===== src/rtl/gcdiv_pkg.sv =====
package gcdiv_pkg;

  // Widest divide ratio is 64 * 31 = 1984, which needs 11 bits.
  localparam int unsigned CNT_W    = 11;
  localparam int unsigned REG_W    = 8;
  localparam int unsigned BUSY_LSB = 3;
  localparam int unsigned BUSY_MSB = 4;

  typedef logic [CNT_W-1:0] span_t;

  typedef enum logic [1:0] {
    A_GATE = 2'd0,
    A_DIV  = 2'd1,
    A_STAT = 2'd2,
    A_RSVD = 2'd3
  } reg_sel_e;

  // Turns a divisor code into a period length in input cycles.
  function automatic span_t code_to_span(input logic [5:0] code, input bit wide);
    span_t n;
    if (wide && code[5]) n = {code[4:0], 6'b000000};
    else                 n = {6'b000000, code[4:0]};
    if (n == '0)                n = wide ? span_t'(64) : span_t'(32);
    else if (n == span_t'(1))   n = span_t'(2);
    return n;
  endfunction

  // Number of high cycles at the start of a period.
  function automatic span_t high_span(input span_t n);
    return n >> 1;
  endfunction

endpackage


===== src/rtl/gcdiv_regs.sv =====
module gcdiv_regs
  import gcdiv_pkg::*;
#(
  parameter bit WIDE = 1'b0
) (
  input  logic                 clk_i,
  input  logic                 rst_ni,
  input  logic                 wr_i,
  input  logic [1:0]           addr_i,
  input  logic [REG_W-1:0]     wdata_i,
  output logic [REG_W-1:0]     rdata_o,
  input  logic                 apply_i,
  input  logic [(WIDE ? 6 : 5)-1:0] act_code_i,
  input  logic                 gate_i,
  output logic                 en_o,
  output logic                 busy_o,
  output logic [(WIDE ? 6 : 5)-1:0] pend_code_o
);

  localparam int unsigned DIV_W = WIDE ? 6 : 5;
  localparam logic [REG_W-1:0] MASK = REG_W'((1 << DIV_W) - 1);

  logic             en_q;
  logic             busy_q;
  logic [DIV_W-1:0] pend_q;
  logic             hit_div;
  logic             hit_gate;
  logic             accept;

  assign hit_div  = wr_i && (addr_i == A_DIV);
  assign hit_gate = wr_i && (addr_i == A_GATE);
  assign accept   = hit_div && !busy_q && (wdata_i <= MASK);

  always_ff @(posedge clk_i or negedge rst_ni) begin
    if (!rst_ni) begin
      en_q   <= 1'b0;
      busy_q <= 1'b0;
      pend_q <= '0;
    end else begin
      if (hit_gate) en_q <= wdata_i[0];
      if (accept) begin
        busy_q <= 1'b1;
        pend_q <= wdata_i[DIV_W-1:0];
      end else if (apply_i) begin
        busy_q <= 1'b0;
      end
    end
  end

  always_comb begin
    rdata_o = '0;
    case (addr_i)
      A_GATE: rdata_o = {{(REG_W-2){1'b0}}, gate_i, en_q};
      A_DIV:  rdata_o = REG_W'(act_code_i);
      A_STAT: rdata_o[BUSY_MSB:BUSY_LSB] = {2{busy_q}};
      default: rdata_o = '0;
    endcase
  end

  assign en_o        = en_q;
  assign busy_o      = busy_q;
  assign pend_code_o = pend_q;

endmodule


===== src/rtl/gcdiv_core.sv =====
module gcdiv_core
  import gcdiv_pkg::*;
#(
  parameter bit WIDE = 1'b0
) (
  input  logic                 clk_i,
  input  logic                 rst_ni,
  input  logic                 pend_valid_i,
  input  logic [(WIDE ? 6 : 5)-1:0] pend_code_i,
  output logic [(WIDE ? 6 : 5)-1:0] act_code_o,
  output logic                 div_o,
  output logic                 div_nxt_o,
  output logic                 period_end_o,
  output logic                 apply_o
);

  localparam int unsigned DIV_W = WIDE ? 6 : 5;
  localparam span_t RST_SPAN = code_to_span(6'd0, WIDE);

  span_t            n_q;
  span_t            cnt_q;
  logic             div_q;
  logic [DIV_W-1:0] code_q;
  logic [5:0]       pend6;

  span_t            n_nxt;
  span_t            cnt_nxt;
  logic             div_nxt;
  logic             period_end;
  logic             apply;

  // Code width seen by the decoder: the narrow build has no prescale bit.
  if (WIDE) begin : g_wide
    assign pend6 = pend_code_i;
  end else begin : g_narrow
    assign pend6 = {1'b0, pend_code_i};
  end

  assign period_end = (cnt_q == (n_q - span_t'(1)));
  assign apply      = period_end && pend_valid_i;
  assign n_nxt      = apply ? code_to_span(pend6, WIDE) : n_q;
  assign cnt_nxt    = period_end ? '0 : (cnt_q + span_t'(1));
  assign div_nxt    = period_end ? 1'b1 : ((cnt_q + span_t'(1)) < high_span(n_q));

  always_ff @(posedge clk_i or negedge rst_ni) begin
    if (!rst_ni) begin
      n_q    <= RST_SPAN;
      cnt_q  <= RST_SPAN - span_t'(1);
      div_q  <= 1'b0;
      code_q <= '0;
    end else begin
      n_q   <= n_nxt;
      cnt_q <= cnt_nxt;
      div_q <= div_nxt;
      if (apply) code_q <= pend_code_i;
    end
  end

  assign act_code_o   = code_q;
  assign div_o        = div_q;
  assign div_nxt_o    = div_nxt;
  assign period_end_o = period_end;
  assign apply_o      = apply;

endmodule


===== src/rtl/gcdiv_gate.sv =====
module gcdiv_gate (
  input  logic clk_i,
  input  logic rst_ni,
  input  logic en_i,
  input  logic div_nxt_i,
  output logic gate_o,
  output logic out_o
);

  logic gate_q;
  logic out_q;
  logic gate_nxt;

  // The gate follows the request only on edges after which the divided clock is low.
  assign gate_nxt = div_nxt_i ? gate_q : en_i;

  always_ff @(posedge clk_i or negedge rst_ni) begin
    if (!rst_ni) begin
      gate_q <= 1'b0;
      out_q  <= 1'b0;
    end else begin
      gate_q <= gate_nxt;
      out_q  <= gate_nxt & div_nxt_i;
    end
  end

  assign gate_o = gate_q;
  assign out_o  = out_q;

endmodule


===== src/rtl/gated_clk_divider.sv =====
module gated_clk_divider
  import gcdiv_pkg::*;
#(
  parameter bit WIDE = 1'b0
) (
  input  logic       clk_i,
  input  logic       rst_ni,
  input  logic       reg_wr_i,
  input  logic [1:0] reg_addr_i,
  input  logic [7:0] reg_wdata_i,
  output logic [7:0] reg_rdata_o,
  output logic       div_clk_o
);

  localparam int unsigned DIV_W = WIDE ? 6 : 5;

  logic             apply_evt;
  logic             period_end;
  logic             busy;
  logic             en_req;
  logic             gate_open;
  logic             div_q;
  logic             div_nxt;
  logic [DIV_W-1:0] pend_code;
  logic [DIV_W-1:0] act_code;

  gcdiv_regs #(.WIDE(WIDE)) regs_i (
    .clk_i       (clk_i),
    .rst_ni      (rst_ni),
    .wr_i        (reg_wr_i),
    .addr_i      (reg_addr_i),
    .wdata_i     (reg_wdata_i),
    .rdata_o     (reg_rdata_o),
    .apply_i     (apply_evt),
    .act_code_i  (act_code),
    .gate_i      (gate_open),
    .en_o        (en_req),
    .busy_o      (busy),
    .pend_code_o (pend_code)
  );

  gcdiv_core #(.WIDE(WIDE)) core_i (
    .clk_i        (clk_i),
    .rst_ni       (rst_ni),
    .pend_valid_i (busy),
    .pend_code_i  (pend_code),
    .act_code_o   (act_code),
    .div_o        (div_q),
    .div_nxt_o    (div_nxt),
    .period_end_o (period_end),
    .apply_o      (apply_evt)
  );

  gcdiv_gate gate_i (
    .clk_i     (clk_i),
    .rst_ni    (rst_ni),
    .en_i      (en_req),
    .div_nxt_i (div_nxt),
    .gate_o    (gate_open),
    .out_o     (div_clk_o)
  );

endmodule


===== config.mk =====
export PLATFORM = sky130hd
export DESIGN_NAME = gated_clk_divider
export DESIGN_NICKNAME = d
export VERILOG_FILES = /design/src/rtl/gcdiv_pkg.sv /design/src/rtl/gcdiv_regs.sv /design/src/rtl/gcdiv_core.sv /design/src/rtl/gcdiv_gate.sv /design/src/rtl/gated_clk_divider.sv
export SDC_FILE = /design/constraint.sdc
export NUM_CORES = 1
export LEC_CHECK = 0
export CORE_MARGIN = 4
export CORE_UTILIZATION = 35
export DETAILED_ROUTE_END_ITERATION = 8
export GPL_TIMING_DRIVEN = 0
export HOLD_SLACK_MARGIN = 0.1
export PLACE_DENSITY = 0.58
export SYNTH_ARGS = -nofsm -noshare
export SYNTH_HDL_FRONTEND = slang
export SYNTH_SLANG_ARGS = --single-unit

===== constraint.sdc =====
create_clock -name clk_i -period 3.11 [get_ports clk_i]
set_clock_uncertainty 0.05 [all_clocks]
set_input_delay 0.311 -clock clk_i [delete_from_list [all_inputs] [get_ports clk_i]]
set_output_delay 0.311 -clock clk_i [all_outputs]
set_load 0.02 [all_outputs]

==> out/results.ini, run 1 <==
[routing]
vias = 1364
drt_wl_total_mm = 3.73
dr.pass1.iters = 4
ant_nets = 0
viasPerCell = 4.85
drcViolationCount = 0
drtIter0Drc = 85
wl_per_cell_um = 13.3

[yosys]
synth_compound_area_frac = 0.0978
ys_ff_latch = 31
synth_area_leader_cell = dfrtp_1
synth_edf_count = 0
synth-async-reset-ratio = 1.00
syn_avg_cell_area_um2 = 10.4
synth_simple_gate_area_frac = 0.176
ys_seq_area_frac = 0.413
synthAdderAreaFrac = 0.0594
syn_area_um2 = 1890
synth.distinct_cells = 44
yosysWarnings = 0
synthCells = 182
synth_ff_type = dfrtp_1
synth.area.mux_share = 0.122
synthXorXnorAreaFrac = 0.0740
synth_top_area_frac = 0.330
synth_top_family_by_area = simple AND/OR/NAND/NOR gates
synthTopCellsByArea = dfrtp_1 (33%), dfstp_2 (8.3%), mux2_4 (6.3%)

[timing]
hold_viol = 0
min_period_over_period = 0.978
hold_slack_ps = 470
worst_slew_pin_slew_ps = 704
clock.fmax_ghz = 0.329
tns_ps = 0
slew_headroom = 0.531
slew_violations = 0
rsz0062_at_grt = no
min_period_ps = 3040
setup_viol_count_final = 0

[floorplan]
dieArea_um2 = 6650
die_y_um = 81.6
num_io_pins = 22
start_util = 0.366
dieWidth_um = 81.6
row_count = 26
core_area_um2 = 5170

[power]
p_leak_nw = 0.998
intPower_w = 0.000597
comb_power_share = 0.067
power_w = 0.000794
p_switching_w = 0.000196
vdd_drop_max_uv = 213
powerDensity_nw_per_um2 = 350
clockPowerShare = 0.414
power_frac_seq = 0.519
switching_share = 0.248

[placed_design]
portBuffers = 18
hpwlAfterDp_mm = 2.75
place_area_um2 = 2160
gp_congestion = 0.829

[setup_path]
required_ps = 3220
crit_end = gate_i.gate_o
cp-startpoint = core_i.cnt_q[1]
ff2ff_path_depth = 9
path_max_fanout = 6
cp_slowest_cell = dfstp_2
max_stage_delay_ps = 610
rr_endpoint = gate_i.gate_o
worstSetupEndpointType = flip-flop
timing.rr.start = core_i.cnt_q[1]
startpoint_type = flip-flop
path_class = flip-flop to flip-flop
worstPathCellList = ha_1 > xor2_1 > ha_1 > o21ai_0 > o21ai_0 > a2111oi_0 > nand4_1 > nor2b_1 > mux2_1
ff2ff_setup_slack_ps = 70
crit_arrival_ps = 3150

[clock_tree]
cts.sinks = 31
cts-root-buf = clkbuf_8
cts_tree = built
numCtsBuffers = 5
clock_latency_ps = 280
cts.reportedPaths.clkPinSlew_ps = 70
clockBufferDepth = 2
htreeDepth = 2
cts_setup_buffers = 0

[cells_and_area]
layout_common_cells = dfrtp_1 (25), clkdlybuf4s50_1 (17), nor2_1 (15)
antenna_cells = 0
fin_area_um2 = 2270
mostFrequentLayoutCell = dfrtp_1
drive_gt1_frac = 0.199
syn_to_final_growth_pct = 19.8
fin_nets = 232

[grt]
grt_use_total = 0.129
antenna_found_initial = 0
grt_max_degree = 32
grt_pass1_wl_mm = 6.58
grt_overflow_total = 0
grt_pass1_vias = 1440

[status]
status = complete, no violations

[min_path]
worstHoldStart = core_i.act_code_o[3]
min_path_type = flip-flop to flip-flop

[run]
maxCapViolCount = 0

[worst min-delay path by stage]
stage | endpoint | cells after the start | slack [ps]
2_1_floorplan | core_i.act_code_o[0] | 0 | -30
3_3_place_gp | core_i.act_code_o[3] | 1 | 440
3_5_place_dp | core_i.cnt_q[7] | 1 | 360
4_1_cts | core_i.act_code_o[3] | 1 | 470
5_1_grt | core_i.act_code_o[2] | 1 | 490
6_report | core_i.act_code_o[3] | 1 | 470
[stage by stage]
step / cells / utilization / worst slack, ps
2_1_floorplan: 184 / - / 613
3_3_place_gp: 272 / 0.419 / 54.7
3_5_place_dp: 272 / 0.418 / 96.3
4_1_cts: 281 / 0.439 / 78.7
5_1_grt: 281 / 0.439 / 15.2
6_report: 281 / 0.439 / 68.6
[state kept, by name, indices dropped and copies added, names as in the netlist]
signal	cells
core_i.cnt_q	11
core_i.n_q	6
core_i.act_code_o	5
regs_i.pend_code_o	5
gate_i.gate_o	1
gate_i.out_o	1
regs_i.busy_o	1
regs_i.en_o	1
[layer usage]
metal / vias up / global-route usage / wire length (um)
met4: 0 / 0.0449 / 42
met1: 631 / 0.171 / 1760
li1: 686 / - / -
met2: 41 / 0.205 / 1740
met5: - / 0 / 0
met3: 6 / 0.0318 / 201
[kinds of logic (layout without fill, tap and decap cells)]
group                    after synthesis  in the layout
AND/OR/NAND/NOR                       63             63
flip-flops                            31             31
AO/OA/AOI/OAI                         22             22
buffers and inverters                 22             49
multiplexers                          18             18
XOR/XNOR                              16             16
adder cells (fa/ha/maj)                9              9
other                                  1              3
[synthesized netlist by cell type, drive strengths merged (6+ instances only)]
| cell | n |
|---|---|
| buf | 7 |
| xnor2 | 10 |
| nand3 | 8 |
| nand2 | 9 |
| nand4 | 6 |
| inv | 11 |
| dfrtp | 25 |
| mux2 | 16 |
| nor2 | 15 |
| dfstp | 6 |
| ha | 9 |
| xor2 | 6 |
[worst max-delay path: cells and delay by family (launching register included)]
family | cells | cell delay [ps]
AOI/OAI and AO/OA | 3 | 750
DFF | 1 | 610
adders and majority gates | 2 | 550
and+or+nand+nor | 2 | 400
muxes | 1 | 330
xor gates and xnor gates | 1 | 220
[power groups by stage]
stage | clock network, W | logic (W) | registers (W)
after floorplan | 0 | 0.0000225 | 0.000418
after global placement | 0 | 0.0000545 | 0.000419
after detailed placement | 0 | 0.0000538 | 0.000419
after CTS | 0.000339 | 0.0000550 | 0.000412
after global routing | 0.000360 | 0.0000595 | 0.000412
final | 0.000328 | 0.0000535 | 0.000412
[repair_timing]
action                     4_1_cts  5_1_grt
hold endpoints to repair        25        0
resized for setup                0        2
hold buffers                     1        0
setup endpoints to repair        0        1
[area by class of cell]
type,instances,area [um^2]
buffer,11,65.1
tap,70,87.6
clock buffer,5,68.8
multi-input combinational,131,1010
sequential,31,783
fill,521,2900
timing repair buffer,19,185
clock inverter,3,25.0
inverter,11,41.3
No activity file was read; power rests on OpenSTA's default activity.
==> run 2, diff against run 1 <==
- ABC_AREA: not set -> 1
==> out/results.ini, run 2 <==
[cells_and_area]
largest_register_ffs = 11  ; unchanged
finalNonFillerCells = 387  ; was 281
fin_nets = 336  ; was 232
layout_common_cells = nand2_1 (84), inv_1 (38), nor2_1 (30)  ; was dfrtp_1 (25), clkdlybuf4s50_1 (17), nor2_1 (15)
mostFrequentLayoutCell = nand2_1  ; was dfrtp_1
syn_to_final_growth_pct = 19.2  ; was 19.8%
antenna_cells = 0  ; unchanged
drive_gt1_frac = 0.165  ; was 0.199
largest_register = core_i.cnt_q  ; unchanged
top_regs = core_i.cnt_q: 11 flops, core_i.n_q: 6 flops  ; unchanged

[yosys]
ys_seq_area_frac = 0.381  ; was 0.413
synth_ff_type = dfrtp_1  ; unchanged
syn_area_um2 = 2060  ; was 1890 um^2
synth_area_leader_cell = dfrtp_1  ; unchanged
synth.distinct_cells = 27  ; was 44
ys_ff_latch = 31  ; unchanged
synth_edf_count = 0  ; unchanged
synthAdderAreaFrac = 0.0547  ; was 0.0594
synth.area.mux_share = 0  ; was 0.122
synthTopCellsByArea = dfrtp_1 (30%), nand2_1 (15%), dfstp_2 (7.7%)  ; was dfrtp_1 (33%), dfstp_2 (8.3%), mux2_4 (6.3%)
synth_compound_area_frac = 0.0852  ; was 0.0978
synthCells = 286  ; was 182
synth_top_family_by_area = simple AND/OR/NAND/NOR gates  ; unchanged
synth_simple_gate_area_frac = 0.356  ; was 0.176
synth_common_cells = nand2_1 (84), inv_1 (38), nor2_1 (30)  ; was dfrtp_1 (25), nor2_1 (15), inv_1 (11)
synthXorXnorAreaFrac = 0.0213  ; was 0.0740
yosysWarnings = 0  ; unchanged
synth_top_area_frac = 0.304  ; was 0.330
synth-async-reset-ratio = 1.00  ; unchanged
syn_avg_cell_area_um2 = 7.19  ; was 10.4 um^2
synthMostInstantiatedCell = nand2_1  ; was dfrtp_1

[placed_design]
portBuffers = 18  ; unchanged
place_ws_ps = 528  ; was 96.3 ps
hpwlAfterDp_mm = 3.38  ; was 2.75 mm
gp_congestion = 0.825  ; was 0.829
placed_cells = 378  ; was 272

[setup_path]
rr_endpoint = gate_i.gate_o  ; unchanged
timing.rr.start = core_i.cnt_q[0]  ; was core_i.cnt_q[1]
ff2ff_setup_slack_ps = 510  ; was 70 ps
required_ps = 3290  ; was 3220 ps
startpoint_type = flip-flop  ; unchanged
worstSetupEndpointType = flip-flop  ; unchanged
crit_arrival_ps = 2780  ; was 3150 ps
ff2ff_path_depth = 14  ; was 9
path_max_fanout = 7  ; was 6
path_class = flip-flop to flip-flop  ; unchanged

[timing]
slew_headroom = 0.523  ; was 0.531
min_period_ps = 2600  ; was 3040 ps
hold_viol = 0  ; unchanged
worst_slew_pin_slew_ps = 715  ; was 704 ps
tns_ps = 0  ; unchanged
rsz0062_at_grt = no  ; unchanged
setup_viol_count_final = 0  ; unchanged
min_period_over_period = 0.836  ; was 0.978
slew_violations = 0  ; unchanged
setup_slack_ps = 510  ; was 68.6 ps
clock.fmax_ghz = 0.385  ; was 0.329 GHz

[power]
p_switching_w = 0.000200  ; was 0.000196 W
intPower_w = 0.000674  ; was 0.000597 W
power_frac_seq = 0.471  ; was 0.519
comb_power_share = 0.062  ; was 0.067
powerDensity_nw_per_um2 = 356  ; was 350 nW/um^2
clockPowerShare = 0.467  ; was 0.414
vdd_drop_max_uv = 209  ; was 213 uV
switching_share = 0.229  ; was 0.248
p_leak_nw = 1.25  ; was 0.998 nW

[min_path]
min_path_type = flip-flop to flip-flop  ; unchanged
worstHoldStart = core_i.act_code_o[4]  ; was core_i.act_code_o[3]
min_to = core_i.act_code_o[4]  ; was core_i.act_code_o[3]
min_path_cells = 2  ; was 1

[grt]
grt_pass1_vias = 1776  ; was 1,440
grt_use_total = 0.137  ; was 0.129
grt_overflow_total = 0  ; unchanged
grt_pass1_wl_mm = 8.05  ; was 6.58 mm
grt_max_degree = 32  ; unchanged
antenna_found_initial = 0  ; unchanged

[clock_tree]
cts-root-buf = clkbuf_8  ; unchanged
clockBufferDepth = 2  ; unchanged
holdBufCountCts = 1  ; unchanged
cts_tree = built  ; unchanged
htreeDepth = 2  ; unchanged
numCtsBuffers = 5  ; unchanged
cts.reportedPaths.clkPinSlew_ps = 70  ; about the same
cts.sinks = 31  ; unchanged
cts_setup_buffers = 0  ; unchanged
clock_latency_ps = 290  ; was 280 ps
ctsResizeCount = 0  ; unchanged

[routing]
drtIter0Drc = 74  ; was 85
wl_per_cell_um = 11.4  ; was 13.3 um
drt_wl_total_mm = 4.39  ; was 3.73 mm
viasPerCell = 4.53  ; was 4.85
drcViolationCount = 0  ; unchanged
ant_nets = 0  ; unchanged
vias = 1754  ; was 1,364
dr.pass1.iters = 4  ; unchanged

[run]
maxCapViolCount = 0  ; unchanged

[floorplan]
core_area_um2 = 5610  ; was 5170 um^2
row_count = 27  ; was 26
num_io_pins = 22  ; unchanged
dieWidth_um = 84.7  ; was 81.6 um
dieArea_um2 = 7170  ; was 6650 um^2
start_util = 0.367  ; was 0.366
die_y_um = 84.7  ; was 81.6 um

[status]
status = complete, no violations  ; unchanged

==> run 2: cell count changes after synthesis, moves of 9 or more <==
cell / before / now
nor2_1: 15 / 30
inv_1: 11 / 38
nand3_1: 8 / 21
a21oi_1: 3 / 12
nand2_1: 9 / 84
nand2_2: 0 / 9
==> run 2: power groups by stage <==
stage          combinational [W]  clock [W]  sequential (W)
2_1_floorplan          0.0000223          0        0.000417
3_3_place_gp           0.0000546          0        0.000419
3_5_place_dp           0.0000547          0        0.000419
4_1_cts                0.0000557   0.000421        0.000411
5_1_grt                0.0000608   0.000441        0.000411
6_report               0.0000545   0.000408        0.000411
==> run 2: metal layers <==
metal / global-route usage / up-vias / part of all wire
li1: - / 949 / -
met1: 0.183 / 779 / 0.51
met2: 0.223 / 22 / 0.44
met3: 0.0383 / 4 / 0.034
met4: 0.0259 / 0 / 0.0093
met5: 0 / - / 0
==> run 2: layout make-up <==
| type | instances | area, um^2 |
|---|---|---|
| Timing Repair Buffer | 19 | 185 |
| Multi-Input combinational cell | 208 | 1070 |
| Buffer | 6 | 45.0 |
| Fill cell | 627 | 3160 |
| Inverter | 43 | 161 |
| Clock buffer | 5 | 68.8 |
| Clock inverter | 3 | 43.8 |
| Tap cell | 72 | 90.1 |
| Sequential cell | 31 | 783 |
==> run 2: how the worst max path moves through the flow <==
stage / from / end / slack, ps / cells past startpoint
after floorplan: core_i.cnt_q[0] / gate_i.gate_o / 920 / 13
after global placement: core_i.cnt_q[0] / gate_i.gate_o / 550 / 13
after detailed placement: core_i.cnt_q[0] / gate_i.gate_o / 530 / 13
after CTS: core_i.cnt_q[0] / gate_i.gate_o / 510 / 14
after global routing: core_i.cnt_q[0] / gate_i.gate_o / 240 / 14
final: core_i.cnt_q[0] / gate_i.gate_o / 510 / 14
==> run 2: cells by family after synthesis <==
family,Yosys count
AOI/OAI and AO/OA,27
xor gates and xnor gates,5
adders and majority gates,9
buffers and inverters,49
DFF,31
other,1
and+or+nand+nor,164
==> run 2: per-stage QoR <==
stage,power [W],cell area [um^2],util,hold slack [ps]
2_1_floorplan,0.000440,2060,-,-34.6
3_3_place_gp,0.000473,2330,0.416,419
3_5_place_dp,0.000473,2330,0.415,364
4_1_cts,0.000888,2450,0.437,442
5_1_grt,0.000913,2450,0.437,477
6_report,0.000873,2450,0.437,438
==> run 2: critical path, stage by stage, from the launching register on <==
cell and delay, ps:
dfstp_2 590, ha_1 200, nand3_1 110, nor2_1 390, inv_1 80, nand2_1 90
inv_1 40, ha_1 280, a21oi_1 150, nand3_1 90, nor2_1 150, nand3_1 140
nand2_1 80, nand2_1 60, nand2_1 60
